--- src/rtl/inp_evt_irq.sv ---
module inp_evt_irq #(
  parameter int NCH = 8,
  localparam int IW = $clog2(NCH)
) (
  input  logic           clk,
  input  logic           rst_n,
  input  logic [NCH-1:0] din,
  input  logic [NCH-1:0] wdata,
  input  logic           wr_en,
  input  logic           wr_pol,
  input  logic           wr_mode,
  input  logic           wr_pat,
  input  logic           wr_pend,
  input  logic           wr_gen,
  output logic [NCH-1:0] pend,
  output logic           any_pend,
  output logic           irq,
  output logic [IW-1:0]  top_idx
);
  logic [NCH-1:0] en_q, pol_q, mode_q, pat_q, prev_q, pend_q;
  logic           gen_q;
  logic [NCH-1:0] lvl_hit, cos_hit, evt, clr;
  logic           pat_hit;

  assign lvl_hit = ~(din ^ pol_q);
  assign cos_hit = din ^ prev_q;
  assign pat_hit = (pat_q != '0) && ((lvl_hit & pat_q) == pat_q);

  always_comb begin
    evt = (mode_q & cos_hit) | (~mode_q & lvl_hit);
    evt[NCH-1] = evt[NCH-1] | pat_hit;
  end

  assign clr = wr_pend ? wdata : '0;

  always_ff @(posedge clk) begin
    if (!rst_n) begin
      en_q   <= '0;
      pol_q  <= '0;
      mode_q <= '0;
      pat_q  <= '0;
      gen_q  <= 1'b0;
      prev_q <= '0;
      pend_q <= '0;
    end else begin
      if (wr_en)   en_q   <= wdata;
      if (wr_pol)  pol_q  <= wdata;
      if (wr_mode) mode_q <= wdata;
      if (wr_pat)  pat_q  <= wdata;
      if (wr_gen)  gen_q  <= wdata[0];
      prev_q <= din;
      pend_q <= (pend_q & ~clr) | (evt & en_q);
    end
  end

  always_comb begin
    top_idx = '0;
    for (int i = 0; i < NCH; i++)
      if (pend_q[i]) top_idx = IW'(i);
  end

  assign pend     = pend_q;
  assign any_pend = |pend_q;
  assign irq      = gen_q & any_pend;
endmodule


--- config.mk ---
export PLATFORM = sky130hd
export DESIGN_NAME = inp_evt_irq
export DESIGN_NICKNAME = d
export VERILOG_FILES = /design/src/rtl/inp_evt_irq.sv
export SDC_FILE = /design/constraint.sdc
export NUM_CORES = 1
export LEC_CHECK = 0
export CAP_MARGIN = 25
export CELL_PAD_IN_SITES_DETAIL_PLACEMENT = 0
export CELL_PAD_IN_SITES_GLOBAL_PLACEMENT = 2
export CORE_MARGIN = 8
export CORE_UTILIZATION = 28
export CTS_CLUSTER_SIZE = 28
export DETAILED_ROUTE_END_ITERATION = 12
export MAX_ROUTING_LAYER = met4
export PLACE_DENSITY = 0.77
export SETUP_SLACK_MARGIN = 0.3
export SYNTH_ARGS = -nofsm -noshare
export SYNTH_HDL_FRONTEND = slang
export SYNTH_SLANG_ARGS = --single-unit
export TNS_END_PERCENT = 5
--- constraint.sdc ---
create_clock -name clk -period 1.2 [get_ports clk]
set_input_delay 0.24 -clock clk [delete_from_list [all_inputs] [get_ports clk]]
set_output_delay 0.24 -clock clk [all_outputs]
set_load 0.02 [all_outputs]
==> out/summary.txt <==
Tcrit/Tclk final = 1.25
Vias in the first global route = 1739
Gpl congestion = 0.796
Cells on worst reg2reg path = 4
DIE WIDTH = 101 um
# setup viols final = 5
Hold Crit Endpoint = en_q[1]
Final hold violation count = 0
Worst VDD drop = 0.482 mV
Fillers = 766
Hold depth = 3
Worst Clk Skew = 9.97 ps
Max-slew violations = 0
Synth Register Bits = 49
Core Region = 0.00714 sq mm
Worst slack, placed = -416 ps
Layout Cells excl Fill = 388
Post-Place Cells = 380
Via count = 1735
Mapped Avg Cell Area = 9.24 sq um
Final #Nets = 312
HPWL after detailed placement = 4050 um
Top cells by area, synth = dfxtp_1 (48%), mux2i_1 (16%), nor2_1 (9.8%), and2_1 (4.9%), a32oi_1 (3.5%)
TritonCTS clock tree = yes
Placed inst area = 0.00282 sq mm
Inserted Diodes = 0
Vias per inst = 4.47
Leakage power = 1.33 nW
Fin crit period = 1500 ps
CTS buffer count = 5
I/O pins = 37
Per-cell routed wire length = 14.2 um
Port Buffers = 36
Fin area = 0.00302 sq mm
H-tree depth = 2
Slew headroom = 0.823
Global-route wire length before repair = 9070 um
Final WS setup = -296 ps
Sequential area share after synthesis = 0.485
Power per standard cell area = 1190 mW/mm^2
Synth warn = 0
Layer with the highest usage = met2
Drt pass-1 iters = 4
Most used DFF post-synth = dfxtp_1
Startpoint types = flop
M3 GR Usage = 0.0249
Reg2reg start = mode_q[7]
Critical path fanouts, max = 3
CP Capture Type = primary output
Clock sink count = 49
Crit path arrival time = 1260 ps
Area growth syn-to-layout = 49.0%
CTS root buffer = clkbuf_8
Number of flops mapped to enable cells by yosys = 0
Mapped Cells = 219
Min-delay src = wdata[1]
Total grt overflow = 0
Yosys top cell by area = dfxtp_1
Worst reg2reg setup slack = 10 ps
Worst Hold Class = in2reg
Die height = 101 um
M2 GR Usage = 0.183
Net Count, Synth = 243
FFs w/ async S/R, synth = 0
Die area = 0.0102 sq mm
Initial Util = 0.283
Fmax achieved = 669 MHz
Most frequent cell after synthesis = nor2_1
Cell Area, Synth = 0.00202 sq mm
Post-synth top cells = nor2_1 (53), dfxtp_1 (49), mux2i_1 (33), and2_1 (16), nand2_1 (10)
Synth cell types = 23
Share of cells above drive strength 1 = 0.322
Max_cap viols = 0
Post-Route WL = 5500 um
Met1 usage = 0.146
Final Hold Slack = 267 ps
Initial antenna violation count = 0
Tot GR Track Use = 0.117
Kind of critical path = reg2out
Final ANT Viol Nets = 0
Status = finished, violations left
# rows = 31
Post-CTS Setup Bufs = 0
Yosys top cell area share = 0.485
Clock-pin slew on the worst setup and hold paths = 90 ps
Worst skew pair latency = 310 ps
WP data required = 960 ps
Unrepaired setup endpoints after global routing = true
Drt drc = 0
CTS Hold Bufs = 0
Util after Layout = 0.423
Pin count of the biggest net entering global routing = 42
Failing checks = setup timing
Clock Path Buffers = 2
DRT iter0 DRCs = 94
Reg2reg end = pend[7]
Measured slew at the worst slew-check pin = 263 ps
cells in the final DEF, fill, tap and decap left out, drive strengths merged, types with 2 or more instances in the layout:
cell type	netlist	final
nor2	53	53
o21ai	8	8
a32oi	8	8
inv	2	4
or3	8	8
xor2	8	8
nor4	2	2
a22oi	4	4
mux2i	33	33
buf	1	48
nand2	10	10
clkdlybuf4s50	0	15
dfxtp	49	49
clkbuf	8	5
and2	17	17
nand4	2	2
dlygate4sd2	0	7
critical path, cell delays in order (launching register included):
cell and delay [ps]:
dfxtp_4 370, nand2b_4 140, a21oi_2 110, nor2_1 70, o21bai_2 130, buf_6 140
through the flow:
step,setup TNS (ps),total power [mW]
after floorplan,-48.3,2.16
after global placement,-6080,2.55
after detailed placement,-6250,2.56
after CTS,-1200,3.63
after global routing,-1640,3.77
final,-1060,3.58
cell families after synthesis:
kind of cell | count (synthesis) | synth area share
flip-flops | 49 | 0.485
AO/OA/AOI/OAI | 24 | 0.0823
XOR/XNOR | 8 | 0.0346
multiplexers | 33 | 0.163
AND/OR/NAND/NOR | 94 | 0.212
buffers and inverters | 11 | 0.0229
worst max-delay path by stage:
stage / slack, ps / start / cells after the start / endpoint
after floorplan: -50 / pend[7] / 3 / irq
after global placement: -420 / pend[2] / 5 / top_idx[0]
after detailed placement: -420 / pend[2] / 5 / top_idx[0]
after CTS: -300 / pend[2] / 5 / top_idx[0]
after global routing: -350 / pend[2] / 5 / top_idx[0]
final: -300 / pend[2] / 5 / top_idx[0]
report_power, final:
| group | internal (mW) | total [mW] | leakage, nW | switching, mW |
|---|---|---|---|---|
| sequential | 1.72 | 1.80 | 0.415 | 0.0756 |
| combinational | 0.394 | 0.729 | 0.866 | 0.335 |
| clock | 0.437 | 1.05 | 0.0506 | 0.616 |
flip-flops by register name (all words and copies together) (netlist names):
name and cells:
pat_q 8, pend 8, pol_q 8, gen_q 1, en_q 8, prev_q 8, mode_q 8
what timing repair did:
action / 4_1_cts / 5_1_grt
pin swaps: 29 / 4
endpoints found under the hold margin: 0 / 0
resized for setup: 115 / 9
setup endpoints to repair: 49 / 23
layer usage:
metal  routed length (um)  part of all wire
met1                 2660              0.48
met2                 2570              0.47
met3                  215             0.039
met4                   61             0.011
met5                    0                 0
final cells by class:
cell class / instances / area, sq um / area share
Inverter: 2 / 7.51 / 0.00249
Clock buffer: 5 / 68.8 / 0.0228
Clock inverter: 3 / 28.8 / 0.00954
Multi-Input combinational cell: 159 / 1060 / 0.352
Sequential cell: 49 / 1020 / 0.340
Timing Repair Buffer: 71 / 701 / 0.232
Tap cell: 99 / 124 / 0.0411
Note: power is estimated with default switching activity, not from simulation.
